[config.mk]
export PLATFORM = sky130hd
export DESIGN_NAME = irq_seq
export DESIGN_NICKNAME = d
export VERILOG_FILES = /design/src/rtl/irq_seq_pkg.sv /design/src/rtl/seq_prio.sv /design/src/rtl/seq_slots.sv /design/src/rtl/seq_nest.sv /design/src/rtl/irq_seq.sv
export SDC_FILE = /design/constraint.sdc
export NUM_CORES = 1
export LEC_CHECK = 0
export CORE_MARGIN = 3
export CORE_UTILIZATION = 45
export CTS_CLUSTER_SIZE = 28
export DETAILED_ROUTE_END_ITERATION = 7
export PLACE_DENSITY = 0.75
export SLEW_MARGIN = 20
export SYNTH_ARGS = -nofsm -noshare
export SYNTH_HDL_FRONTEND = slang
export SYNTH_SLANG_ARGS = --single-unit
[constraint.sdc]
create_clock -name clk -period 7.56 [get_ports clk]
set_input_delay 1.134 -clock clk [delete_from_list [all_inputs] [get_ports clk]]
set_output_delay 1.134 -clock clk [all_outputs]
set_load 0.01 [all_outputs]
[src/rtl/irq_seq_pkg.sv]
package irq_seq_pkg;
  typedef enum logic [2:0] {
    SQ_IDLE,
    SQ_LOCK,
    SQ_SAVE_PC,
    SQ_SAVE_ST,
    SQ_LOAD_PC,
    SQ_LOAD_ST,
    SQ_RET,
    SQ_RELEASE
  } seq_e;
endpackage

[src/rtl/seq_prio.sv]
module seq_prio #(
  parameter int N  = 4,
  localparam int IW = (N > 1) ? $clog2(N) : 1
) (
  input  logic [N-1:0]  req_i,
  output logic          hit_o,
  output logic [IW-1:0] idx_o
);
  // the highest set bit wins, since later iterations overwrite earlier ones
  always_comb begin
    hit_o = 1'b0;
    idx_o = '0;
    for (int j = 0; j < N; j++) begin
      if (req_i[j]) begin
        hit_o = 1'b1;
        idx_o = IW'(j);
      end
    end
  end
endmodule

[src/rtl/seq_slots.sv]
module seq_slots #(
  parameter int N    = 4,
  parameter int PC_W = 16,
  parameter int SW_W = 8,
  localparam int IW  = (N > 1) ? $clog2(N) : 1
) (
  input  logic            clk,
  input  logic            cfg_we_i,
  input  logic [IW-1:0]   cfg_idx_i,
  input  logic [PC_W-1:0] cfg_pc_i,
  input  logic [SW_W-1:0] cfg_st_i,
  input  logic [IW-1:0]   idx_i,
  input  logic            sav_pc_we_i,
  input  logic            sav_st_we_i,
  input  logic [PC_W-1:0] sav_pc_i,
  input  logic [SW_W-1:0] sav_st_i,
  output logic [PC_W-1:0] vec_pc_o,
  output logic [SW_W-1:0] vec_st_o,
  output logic [PC_W-1:0] sav_pc_o,
  output logic [SW_W-1:0] sav_st_o
);
  logic [PC_W-1:0] vpc [N];
  logic [SW_W-1:0] vst [N];
  logic [PC_W-1:0] spc [N];
  logic [SW_W-1:0] sst [N];

  for (genvar g = 0; g < N; g++) begin : g_slot
    always_ff @(posedge clk) begin
      if (cfg_we_i && cfg_idx_i == IW'(g)) begin
        vpc[g] <= cfg_pc_i;
        vst[g] <= cfg_st_i;
      end
      if (sav_pc_we_i && idx_i == IW'(g)) spc[g] <= sav_pc_i;
      if (sav_st_we_i && idx_i == IW'(g)) sst[g] <= sav_st_i;
    end
  end

  always_comb begin
    vec_pc_o = '0;
    vec_st_o = '0;
    sav_pc_o = '0;
    sav_st_o = '0;
    for (int j = 0; j < N; j++) begin
      if (idx_i == IW'(j)) begin
        vec_pc_o = vpc[j];
        vec_st_o = vst[j];
        sav_pc_o = spc[j];
        sav_st_o = sst[j];
      end
    end
  end
endmodule

[src/rtl/seq_nest.sv]
module seq_nest #(
  parameter int N  = 4,
  localparam int IW  = (N > 1) ? $clog2(N) : 1,
  localparam int SPW = $clog2(N + 1)
) (
  input  logic          clk,
  input  logic          rst_n,
  input  logic          push_i,
  input  logic          pop_i,
  input  logic [IW-1:0] push_idx_i,
  output logic          empty_o,
  output logic [IW-1:0] top_o
);
  logic [SPW-1:0] sp_q;
  logic [IW-1:0]  stk [N];

  always_ff @(posedge clk) begin
    if (!rst_n) sp_q <= '0;
    else if (push_i && sp_q != SPW'(N)) sp_q <= sp_q + 1'b1;
    else if (pop_i && sp_q != '0) sp_q <= sp_q - 1'b1;
  end

  for (genvar g = 0; g < N; g++) begin : g_ent
    always_ff @(posedge clk) begin
      if (!rst_n) stk[g] <= '0;
      else if (push_i && sp_q == SPW'(g)) stk[g] <= push_idx_i;
    end
  end

  always_comb begin
    top_o = '0;
    for (int j = 0; j < N; j++)
      if (sp_q == SPW'(j + 1)) top_o = stk[j];
  end

  assign empty_o = (sp_q == '0);
endmodule

[src/rtl/irq_seq.sv]
module irq_seq
  import irq_seq_pkg::*;
#(
  parameter int NCLS = 4,
  parameter int PC_W = 16,
  parameter int SW_W = 8,
  parameter logic [PC_W-1:0] RST_PC = '0,
  localparam int IW = (NCLS > 1) ? $clog2(NCLS) : 1,
  localparam int FW = $clog2(NCLS + 1)
) (
  input  logic            clk,
  input  logic            rst_n,
  input  logic            cfg_we_i,
  input  logic [IW-1:0]   cfg_cls_i,
  input  logic [PC_W-1:0] cfg_pc_i,
  input  logic [SW_W-1:0] cfg_st_i,
  input  logic [NCLS-1:0] irq_i,
  input  logic            bnd_i,
  input  logic [PC_W-1:0] cur_pc_i,
  input  logic            ret_i,
  output logic [PC_W-1:0] pc_o,
  output logic [SW_W-1:0] st_o,
  output logic [FW-1:0]   state_o,
  output logic [NCLS:0]   bank_o,
  output logic            load_o,
  output logic            busy_o,
  output logic            ret_err_o
);
  localparam logic [SW_W-1:0] RST_ST = SW_W'(((1 << NCLS) - 1) << FW);

  seq_e            fsm_q;
  logic [IW-1:0]   cls_q;
  logic [PC_W-1:0] pc_cap_q, pc_q;
  logic [SW_W-1:0] st_q;
  logic            err_q;

  logic [NCLS-1:0] pend, hi_mask;
  logic            hit, empty;
  logic [IW-1:0]   pick, top;
  logic [PC_W-1:0] vec_pc, sav_pc;
  logic [SW_W-1:0] vec_st, sav_st, vec_st_m;

  // requests are gated by the active enable field; outside IDLE nothing is sampled
  assign pend = irq_i & st_q[FW +: NCLS];

  seq_prio #(.N(NCLS)) u_prio (
    .req_i(pend), .hit_o(hit), .idx_o(pick)
  );

  seq_slots #(.N(NCLS), .PC_W(PC_W), .SW_W(SW_W)) u_slots (
    .clk(clk),
    .cfg_we_i(cfg_we_i), .cfg_idx_i(cfg_cls_i),
    .cfg_pc_i(cfg_pc_i), .cfg_st_i(cfg_st_i),
    .idx_i(cls_q),
    .sav_pc_we_i(fsm_q == SQ_SAVE_PC),
    .sav_st_we_i(fsm_q == SQ_SAVE_ST),
    .sav_pc_i(pc_cap_q), .sav_st_i(st_q),
    .vec_pc_o(vec_pc), .vec_st_o(vec_st),
    .sav_pc_o(sav_pc), .sav_st_o(sav_st)
  );

  seq_nest #(.N(NCLS)) u_nest (
    .clk(clk), .rst_n(rst_n),
    .push_i(fsm_q == SQ_LOAD_ST),
    .pop_i(fsm_q == SQ_RET),
    .push_idx_i(cls_q),
    .empty_o(empty), .top_o(top)
  );

  // keep only classes strictly above the one being entered
  always_comb begin
    for (int j = 0; j < NCLS; j++) hi_mask[j] = (j > int'(cls_q));
    vec_st_m = vec_st;
    vec_st_m[FW +: NCLS] = vec_st[FW +: NCLS] & hi_mask;
  end

  always_ff @(posedge clk) begin
    if (!rst_n) begin
      fsm_q    <= SQ_IDLE;
      cls_q    <= '0;
      pc_cap_q <= '0;
      pc_q     <= RST_PC;
      st_q     <= RST_ST;
      err_q    <= 1'b0;
    end else begin
      err_q <= (fsm_q == SQ_IDLE) && ret_i && empty;
      case (fsm_q)
        SQ_IDLE: begin
          if (ret_i && !empty) begin
            fsm_q <= SQ_RET;
            cls_q <= top;
          end else if (!ret_i && bnd_i && hit) begin
            fsm_q    <= SQ_LOCK;
            cls_q    <= pick;
            pc_cap_q <= cur_pc_i;
          end
        end
        SQ_LOCK:    fsm_q <= SQ_SAVE_PC;
        SQ_SAVE_PC: fsm_q <= SQ_SAVE_ST;
        SQ_SAVE_ST: fsm_q <= SQ_LOAD_PC;
        SQ_LOAD_PC: begin
          pc_q  <= vec_pc;
          fsm_q <= SQ_LOAD_ST;
        end
        SQ_LOAD_ST: begin
          st_q  <= vec_st_m;
          fsm_q <= SQ_RELEASE;
        end
        SQ_RET: begin
          pc_q  <= sav_pc;
          st_q  <= sav_st;
          fsm_q <= SQ_RELEASE;
        end
        SQ_RELEASE: fsm_q <= SQ_IDLE;
        default:    fsm_q <= SQ_IDLE;
      endcase
    end
  end

  assign pc_o      = pc_q;
  assign st_o      = st_q;
  assign state_o   = st_q[FW-1:0];
  assign load_o    = (fsm_q == SQ_RELEASE);
  assign busy_o    = (fsm_q != SQ_IDLE);
  assign ret_err_o = err_q;

  always_comb begin
    for (int j = 0; j <= NCLS; j++) bank_o[j] = (state_o == FW'(j));
  end
endmodule

==> impl_results.md, run 1 <==
- Total congestion overflow after global routing: 0
- Capturing element type of the critical path: output pin
- Clock Root Buffer: sky130_fd_sc_hd__clkbuf_16
- Proportion of total power due to net switching: 25.53%
- Cell area after synthesis: 0.009499 mm²
- Via count of the first global-routing pass: 5851
- Hold Violations, Final: 0
- Leading register cell type out of synthesis: sky130_fd_sc_hd__edfxtp_1
- Die extent in x: 151.3 µm
- Upper clock frequency limit: 0.2923 GHz
- Internal cell power: 2.538 mW
- Final TNS setup: 0 ps
- Number of diodes: 0
- Fraction of the mapped netlist area in simple logic gates: between 5 and 6%
- Remaining antenna violation count after routing: 0
- Total of cells resized after clock tree synthesis: 0
- Fraction of the mapped netlist area in adder cells: less than 1%
- Via density per instance: 5.694
- Synth Area per Inst: 15.32 µm²
- Measured slew at the worst slew-check pin: 1080 ps
- Status: finished, final reports clean
- Period utilisation layout: 45.25%
- Main combinational cell family by area after synthesis: multiplexers
- Signal arrival time at the worst endpoint: 2290 ps
- Combinational share of power: 16.5%
- Vertical die dimension: roughly 150 µm
- Effective utilization at floorplan: around 46%
- Maximum buffer depth of the clock tree: 3
- Share of total power in the clock network: between 30 and 40%
- Number of nets at the end of the flow: around 750
- Clock Latency Late Sink: 520 ps
- Worst vdd ir: 0.2481 mV
- Dominant cell type by area after synthesis: sky130_fd_sc_hd__edfxtp_1
- Number of hold buffers added after CTS: 0
- RSZ-0062 raised after global routing: false
- Share of the synthesized netlist area taken by xor and xnor gates: 0.09220%
- Die area: 0.02289 mm²
- Max-slew headroom: 27.78%
- Drt drc: 0
- Number of buffers added for setup after CTS: 0
- Inserted Clock Buffers: 24
- Number of antenna violations at the first check in global routing: 0
- Slew Limit Fails: 0
- Distinct cell type count of the synthesized netlist: 52
- Routed length per instance: 21.26 µm
- Worst min path class: flop to flop
- Cell with the most instances after synthesis: sky130_fd_sc_hd__edfxtp_1
- Max cap viols: 0
- Worst-case clock skew: slightly above 20 ps
- Net count after synthesis: 677
- Top fanout value on the critical path: 22
- Detailed-route via count: approximately 5600
- Compound-gate portion of the synthesized area: under 10%
- Share of the synthesized area in the top cell type: between 60% and 70%
- Required time of the worst setup path: 6430 ps
- Post-layout util: a little under three fifths
- Part of the Yosys area used for sequential elements: 70.39%
- Core Footprint: 0.02049 mm²
- Overall global routing resource usage: a little under a fifth
- Psw: 870.0 µW
- Setup crit start kind: flop
- Count of flip-flops with a built-in enable after synthesis: 190
- WS Path Type: flop to output pin
- Number of register bits inferred by synthesis: 239
- H-tree level count: 1
- Clock transition at the registers of the reported paths: ~60 ps
- Post-DP HPWL: 12480 µm
- Post-synthesis cell count: 620
- Top-Level Pins: 86
- Standard-cell row count: 52
- Async S/R FF share, synth: 0%
- Quantity of I/O buffers inserted on ports: 84
- Wire length of the first global-routing pass: 31990 µm
- Number of detailed-routing iterations run before antenna repair: 5
- Shortest clock period the worst path allows after layout: between 3000 and 4000 ps
- Yosys Warn Count: 0
- Pin count of the biggest net entering global routing: 56
- Share of final-layout standard cells stronger than drive strength 1: 13.57%
- Power per Cell Area: 298.5 mW/mm²
- Total setup violations reported at the end of the flow: 0
- Area Overhead vs Synth: 20.19%
- Register share of total power: between 40% and 50%
- Mux contribution to synthesized area: 10.84%
- Iteration-0 DRC count of the detailed router: ~600
- Routability congestion estimate from global placement: just under 0.8
- Sum of routed wire length over all layers: roughly 21000 µm
- Clock tree from TritonCTS: done
- Leading post-synthesis cells by cell area: sky130_fd_sc_hd__edfxtp_1 (60%), sky130_fd_sc_hd__dfxtp_1 (10%), sky130_fd_sc_hd__mux2i_1 (5.3%)
- Clock Sink Count: 239
- Cell types with the highest counts after synthesis: sky130_fd_sc_hd__edfxtp_1 (190), sky130_fd_sc_hd__mux2i_1 (50), sky130_fd_sc_hd__dfxtp_1 (49)
- Static leakage power: 3.828 nW
critical path: stages, from the launching register on:
cell and delay [ps]:
sky130_fd_sc_hd__dfxtp_1 910, sky130_fd_sc_hd__and3_1 320, sky130_fd_sc_hd__clkdlybuf4s50_1 550
power by group through the flow:
stage	Combinational, mW	Clock, mW	Sequential (mW)
floorplan	0.375	0	1.61
global placement	0.545	0	1.63
detailed placement	0.563	0	1.64
CTS	0.568	1.24	1.61
global route	0.608	1.30	1.63
finish	0.563	1.23	1.61
metal layers:
layer	wire length, µm	GRT usage [%]	vias to the layer above	share of wire, %
li1	-	-	2552	-
met2	10400	31.25	238	50
met5	0	0	-	0
met4	488	5.394	0	2.3
met1	8547	24.17	2783	41
met3	1506	2.962	36	7.2
final timing paths:
check	cells after the start	slack, ps	from	end
worst max-delay path	2	4140	fsm_q[2]$_SDFFE_PN0P_	load_o
worst min-delay path	0	500	pc_cap_q[0]$_SDFFE_PN0P_	u_slots.spc[2][0]$_DFFE_PP_
worst max register to register	4	4810	fsm_q[1]$_SDFFE_PN0P_	pc_o[13]$_SDFFE_PN0P_
worst min register to register	0	500	pc_cap_q[0]$_SDFFE_PN0P_	u_slots.spc[2][0]$_DFFE_PP_
cells by family after synthesis:
logic type / after synthesis
muxes: 79
DFF: 239
adders and majority gates: 6
and+or+nand+nor: 99
xor gates and xnor gates: 1
AOI/OAI and AO/OA: 120
buffers and inverters: 76
flip-flops by register name (all words and copies together) (netlist names):
register,flops
u_nest.stk,8
pc_o,16
fsm_q,3
u_slots.vst,22
st_o,8
ret_err_o,1
u_slots.sst,32
pc_cap_q,16
u_slots.spc,64
cls_q,2
u_nest.sp_q,3
u_slots.vpc,64
metrics by stage:
| step | power, mW | setup WS, ps | area, µm² | hold slack [ps] | cells |
|---|---|---|---|---|---|
| 6_report | 3.408 | 4139 | 11420 | 502.5 | 985 |
| 4_1_cts | 3.425 | 4161 | 11410 | 506.4 | 985 |
| 3_3_place_gp | 2.176 | 4399 | 10570 | 475.5 | 941 |
| 5_1_grt | 3.529 | 4037 | 11420 | 508.8 | 985 |
| 2_1_floorplan | 1.986 | 4233 | 9499 | 459.4 | 620 |
| 3_5_place_dp | 2.203 | 4372 | 10580 | 499.6 | 941 |
layout make-up:
cell class	instances	area, µm²
multi-input cells	305	2517
well taps	270	337.8
inverters	32	120.1
clock inverters	16	193.9
repair buffers	95	923.4
flip-flops and latches	239	6689
fillers	1604	9077
clock buffers	28	635.6
layout by cell type (no fill, tap or decap), drive strengths merged, types with 3 or more instances in the layout:
cell type      synthesis  final
dfxtp                 49     49
nor3                  11     11
nor3b                  5      5
o221ai                25     25
nor4                   3      3
o22ai                  7      7
a211oi                 5      5
edfxtp               190    190
clkinv                 0     10
and3                   5      5
clkdlybuf4s50          0     84
nand2                 17     17
a21oi                 25     25
nand2b                 4      4
and2                   7      7
clkbuf                21     28
nor2                  31     31
buf                   23     11
bufinv                 0      4
ha                     6      6
mux4                  18     18
and3b                  4      4
a22oi                 11     11
inv                   32     33
mux2                  11     11
a311oi                 4      4
o21ai                 27     27
mux2i                 50     50
Power figures use the tool's default switching activity.
==> inputs of run 2 (changes only) <==
Clock period 7.56 ns to 3.5 ns, I/O delays scaled along.
==> impl_results.md, run 2 (synthesis results as in run 1) <==
- Number of antenna violations at the first check in global routing: 0 (unchanged)
- Fin Hold WS: 502.3 ps (-0.2190 ps)
- Standard-cell row count: 52 (unchanged)
- Worst min-delay path startpoint: pc_cap_q[5]$_SDFFE_PN0P_
- Detailed-route via count: 5691 (+1.5%)
- Number of diodes: 0 (unchanged)
- Clock Root Buffer: sky130_fd_sc_hd__clkbuf_16
- Largest registers: u_slots.spc (64), u_slots.vpc (64), u_slots.sst (32)
- Clock transition at the registers of the reported paths: 60 ps (about the same)
- Worst flop-to-flop path startpoint: cls_q[0]$_SDFFE_PN0P_
- Worst setup startpoint: fsm_q[2]$_SDFFE_PN0P_
- Post-Place Cell Area: 0.01065 mm² (+0.70%)
- Number of detailed-routing iterations run before antenna repair: 5 (unchanged)
- Sum of routed wire length over all layers: 21090 µm (+0.73%)
- Via density per instance: 5.720 (+0.44%)
- Routability congestion estimate from global placement: 0.7906 (about the same)
- Vertical die dimension: 151.3 µm (unchanged)
- Core Footprint: 0.02049 mm² (unchanged)
- Number of nets at the end of the flow: 764 (+1.3%)
- Maximum buffer depth of the clock tree: 3 (unchanged)
- Series of cell instances along the critical path: buf_4, or3_4, clkdlybuf4s50_1
- Iteration-0 DRC count of the detailed router: 502 (-16%)
- Die area: 0.02289 mm² (unchanged)
- RSZ-0062 raised after global routing: false
- Measured slew at the worst slew-check pin: 849.4 ps (-230.4 ps)
- Pin count of the biggest net entering global routing: 50 (-11%)
- Inserted Clock Buffers: 24 (unchanged)
- Period utilisation layout: between 70% and 80%
- Power per Cell Area: 626.5 mW/mm² (+110%)
- Design area: 0.01141 mm² (about the same)
- Total setup violations reported at the end of the flow: 0 (unchanged)
- Top fanout value on the critical path: 13 (-41%)
- Quantity of I/O buffers inserted on ports: 84 (unchanged)
- Worst min path class: flop to flop
- H-tree level count: 1 (unchanged)
- Area Overhead vs Synth: 20.15% (about the same)
- Effective utilization at floorplan: 46.35% (unchanged)
- Pwr Total: 7.151 mW (+110%)
- Max-slew headroom: 43.37% (+16 points)
- Final TNS setup: 0 ps (unchanged)
- Upper clock frequency limit: 0.3774 GHz
- Share of final-layout standard cells stronger than drive strength 1: 13.52% (-0.049 points)
- Max cap viols: 0 (unchanged)
- Capturing element type of the critical path: output pin
- WS Path Type: flop to output pin
- Max stage delay on crit path: 500 ps (-410 ps)
- Total congestion overflow after global routing: 0 (unchanged)
- Most common cell after layout, fill and taps aside: sky130_fd_sc_hd__edfxtp_1
- Worst vdd ir: 0.3775 mV (+52%)
- Setup crit start kind: flop
- Wire length of the first global-routing pass: 33220 µm (+3.9%)
- Most frequent cells in the layout: sky130_fd_sc_hd__edfxtp_1 (190), sky130_fd_sc_hd__clkdlybuf4s50_1 (84), sky130_fd_sc_hd__mux2i_1 (50)
- Worst-case clock skew: 6.028 ps (-14.15 ps)
- Number of hold buffers added after CTS: 0 (unchanged)
- Die extent in x: 151.3 µm (unchanged)
- Slew Limit Fails: 0 (unchanged)
- Total of cells resized after clock tree synthesis: 0 (unchanged)
- Static leakage power: 3.847 nW (+0.49%)
- Hold Violations, Final: 0 (unchanged)
- Drt drc: 0 (unchanged)
- Top-Level Pins: 86 (unchanged)
- Shortest clock period the worst path allows after layout: 2650 ps
- Clock Sink Count: 239 (unchanged)
- Routed length per instance: 21.20 µm (-0.28%)
- Required time of the worst setup path: 2970 ps (-3460 ps)
- Slowest stage cell on the critical path: sky130_fd_sc_hd__clkdlybuf4s50_1
- Clock Latency Late Sink: 510 ps (about the same)
- Overall global routing resource usage: 18.79% (+0.51 points)
- Status: finished, final reports clean
- Via count of the first global-routing pass: 6070 (+3.7%)
- Number of buffers added for setup after CTS: 0 (unchanged)
- Post-DP HPWL: 13050 µm (+4.5%)
- Signal arrival time at the worst endpoint: 2130 ps (-160 ps)
- Remaining antenna violation count after routing: 0 (unchanged)
- Clock tree from TritonCTS: done
-- run 2: cell types whose count changed in the layout (fill, tap and decap cells not counted), sizes merged --
cell | previous run | this run
buf | 11 | 21
bufinv | 4 | 1
clkbuf | 28 | 34
clkinv | 10 | 9
clkinvlp | 1 | 0
inv | 33 | 32
-- run 2: final timing paths --
path	to	cells after the start	slack, ps
worst max register to register	pc_o[13]$_SDFFE_PN0P_	5	940
worst min-delay path	u_slots.spc[0][5]$_DFFE_PP_	0	500
worst min register to register	u_slots.spc[0][5]$_DFFE_PP_	0	500
worst max-delay path	busy_o	3	850
-- run 2: metal layers --
| metal | track usage [%] | vias to the layer above | wire length, µm |
|---|---|---|---|
| met1 | 24.97 | 2867 | 8862 |
| li1 | - | 2580 | - |
| met5 | 0 | - | 0 |
| met3 | 3.621 | 34 | 1345 |
| met4 | 4.170 | 0 | 374 |
| met2 | 32.23 | 210 | 10510 |
-- run 2: critical path, delay by kind of cell, from the launching register on --
family / cells / cell delay, ps
buf+inv: 2 / 750
flops: 1 / 430
simple gates: 1 / 440
-- run 2: per-stage QoR --
stage | utilization [%] | instances | worst slack (ps)
floorplan | - | 620 | 618.4
global placement | 51.97 | 951 | 1099
detailed placement | 51.97 | 951 | 1026
CTS | 55.67 | 995 | 853.8
global route | 55.69 | 995 | 789.1
finish | 55.69 | 995 | 850.0
-- run 2: area by class of cell --
type	count	area, µm²
repair buffers	105	1011
clock buffers	34	678.2
inverters	32	120.1
fillers	1622	9081
well taps	270	337.8
multi-input cells	305	2497
flip-flops and latches	239	6689
clock inverters	10	80.08
-- run 2: power by group --
group / leakage [nW] / switching [mW] / internal [mW]
sequential: 2.17 / 0.182 / 3.32
combinational: 1.31 / 0.645 / 0.578
clock: 0.372 / 1.00 / 1.42
==> inputs of run 3 (changes only) <==
Clock period 3.5 ns to 2.56 ns, I/O delays scaled along.
==> impl_results.md, run 3 (synthesis results as in run 1) <==
- Status: finished, final reports clean
- H-tree level count: 1 (unchanged)
- Via count of the first global-routing pass: 5787 (-4.7%)
- Inserted Clock Buffers: 23 (-4.2%)
- Reg2Reg Capture Point: cls_q[1]$_SDFFE_PN0P_
- Worst-case clock skew: 18.69 ps (+12.67 ps)
- Psw: 2.481 mW (+35%)
- Hold Violations, Final: 0 (unchanged)
- Dpl ws: 287.7 ps (-738.4 ps)
- Drt drc: 0 (unchanged)
- Required time of the worst setup path: 2180 ps (-790 ps)
- Sum of routed wire length over all layers: 20790 µm (-1.4%)
- Design area: 0.01153 mm² (+1.0%)
- Measured slew at the worst slew-check pin: 684.6 ps (-164.8 ps)
- Worst vdd ir: 0.5839 mV (+55%)
- Post-Place Cell Area: 0.01076 mm² (+1.0%)
- Sequential cell area: 0.006690 mm² (about the same)
- Quantity of I/O buffers inserted on ports: 84 (unchanged)
- Routability congestion estimate from global placement: 0.7809 (-1.2%)
- Signal arrival time at the worst endpoint: 1980 ps (-150 ps)
- Multi-input gate area: 0.002507 mm² (+0.40%)
- Number of antenna violations at the first check in global routing: 0 (unchanged)
- Static leakage power: 3.916 nW (+1.8%)
- Max cap viols: 0 (unchanged)
- Register share of total power: 47.7% (-1.3 points)
- Proportion of total power due to net switching: 25.02% (-0.60 points)
- Standard-cell row count: 52 (unchanged)
- Slew Limit Fails: 0 (unchanged)
- Share of final-layout standard cells stronger than drive strength 1: 14.73% (+1.2 points)
- Capturing element type of the critical path: output pin
- Clock tree from TritonCTS: done
- Overall global routing resource usage: 18.49% (-0.30 points)
- Iteration-0 DRC count of the detailed router: 436 (-13%)
- Wire length of the first global-routing pass: 32360 µm (-2.6%)
- End point of the worst hold path: u_slots.vst[0][4]$_DFFE_PP_
- Maximum buffer depth of the clock tree: 3 (unchanged)
- Number of buffers added for setup after CTS: 0 (unchanged)
- Series of cell instances along the critical path: buf_4, or3_4, clkdlybuf4s50_1
- Max-slew headroom: 54.22% (+11 points)
- Setup crit start kind: flop
- Most frequent cells in the layout: sky130_fd_sc_hd__edfxtp_1 (190), sky130_fd_sc_hd__clkdlybuf4s50_1 (84), sky130_fd_sc_hd__mux2i_1 (50)
- Combinational share of power: 17.8% (+0.7 points)
- Register-to-register setup slack: 400 ps (-540 ps)
- Worst min-delay path startpoint: cfg_st_i[4]
- Power per Cell Area: 860.1 mW/mm² (+37%)
- Number of detailed-routing iterations run before antenna repair: 6 (+1)
- Detailed-route via count: 5709 (+0.32%)
- Most common cell after layout, fill and taps aside: sky130_fd_sc_hd__edfxtp_1
- Top fanout value on the critical path: 21 (+8)
- Worst min path class: input port to flop
- Period utilisation layout: 92.45%
- Pin count of the biggest net entering global routing: 33 (-34%)
- Clock Sink Count: 239 (unchanged)
- Clock Root Buffer: sky130_fd_sc_hd__clkbuf_16
- Die extent in x: 151.3 µm (unchanged)
- Number of nets at the end of the flow: 774 (+1.3%)
- Clock Latency Late Sink: 510 ps (about the same)
- Number of hold buffers added after CTS: 0 (unchanged)
- Share of total power in the clock network: 34.6% (+0.7 points)
- Number of cells on the worst reg-to-reg path: 6 (+1)
- Clock transition at the registers of the reported paths: 60 ps (about the same)
- Die area: 0.02289 mm² (unchanged)
- Routed length per instance: 20.72 µm (-2.2%)
- Worst flop-to-flop path startpoint: u_nest.sp_q[2]$_SDFFE_PN0P_
- Upper clock frequency limit: 0.4225 GHz
- Post-DP HPWL: 13310 µm (+2.0%)
- Remaining antenna violation count after routing: 0 (unchanged)
- Total setup violations reported at the end of the flow: 0 (unchanged)
- Number of diodes: 0 (unchanged)
- Final TNS setup: 0 ps (unchanged)
- WS Path Type: flop to output pin
- Slowest stage cell on the critical path: sky130_fd_sc_hd__clkdlybuf4s50_1
- Largest registers: u_slots.spc (64), u_slots.vpc (64), u_slots.sst (32)
- Core Footprint: 0.02049 mm² (unchanged)
- Worst path setup slack after routing: 193.3 ps (-656.7 ps)
- Shortest clock period the worst path allows after layout: 2367 ps
- Top-Level Pins: 86 (unchanged)
- Max stage delay on crit path: 500 ps (about the same)
- RSZ-0062 raised after global routing: false
- Internal cell power: 7.435 mW (+40%)
- Filler cell count: 1556 (-4.1%)
- Via density per instance: 5.692 (-0.48%)
- Area Overhead vs Synth: 21.38%
- Total congestion overflow after global routing: 0 (unchanged)
- Pwr Total: 9.916 mW (+39%)
- Worst Hold Path Cells: 1 (+1)
- Effective utilization at floorplan: 46.35% (unchanged)
- Vertical die dimension: 151.3 µm (unchanged)
- Total of cells resized after clock tree synthesis: 0 (unchanged)
run 3: final cells by class:
class | count | share of cell area [%]
multi-input cells | 305 | 21.75
clock inverters | 7 | 0.9658
inverters | 32 | 1.042
well taps | 270 | 2.930
clock buffers | 34 | 5.697
flip-flops and latches | 239 | 58.03
repair buffers | 116 | 9.593
run 3: worst max path at each step:
stage / from / end / slack, ps / depth (start not counted)
global route: fsm_q[2]$_SDFFE_PN0P_ / busy_o / 140 / 3
finish: fsm_q[2]$_SDFFE_PN0P_ / busy_o / 190 / 3
floorplan: cls_q[0]$_SDFFE_PN0P_ / u_slots.spc[2][0]$_DFFE_PP_ / 70 / 5
global placement: irq_i[1] / pc_cap_q[8]$_SDFFE_PN0P_ / 390 / 6
detailed placement: u_nest.sp_q[2]$_SDFFE_PN0P_ / cls_q[0]$_SDFFE_PN0P_ / 290 / 6
CTS: fsm_q[2]$_SDFFE_PN0P_ / busy_o / 180 / 3
run 3: routing by layer:
layer,track usage (%),wire length (µm),vias up
met5,0,0,-
met2,31.36,10430,227
met3,3.381,1409,34
met4,4.669,495,0
met1,24.79,8446,2849
li1,-,-,2599
run 3: worst max-delay path: cells and delay by family (launching register included):
family,cells,cell delay (ps)
buffers and inverters,2,720
flip-flops,1,320
AND/OR/NAND/NOR,1,450
run 3: power by group through the flow:
stage	clock network [mW]	logic, mW	registers (mW)
3_5_place_dp	0	1.77	4.80
4_1_cts	3.48	1.78	4.72
6_report	3.43	1.76	4.73
2_1_floorplan	0	1.11	4.76
5_1_grt	3.67	1.91	4.76
3_3_place_gp	0	1.72	4.77
run 3: stage by stage:
| step | instances | hold slack (ps) | utilization (%) |
|---|---|---|---|
| global route | 1003 | 452.9 | 56.26 |
| detailed placement | 962 | 485.8 | 52.50 |
| floorplan | 620 | 459.4 | - |
| global placement | 962 | 469.5 | 52.50 |
| CTS | 1003 | 437.9 | 56.25 |
| finish | 1003 | 456.3 | 56.26 |
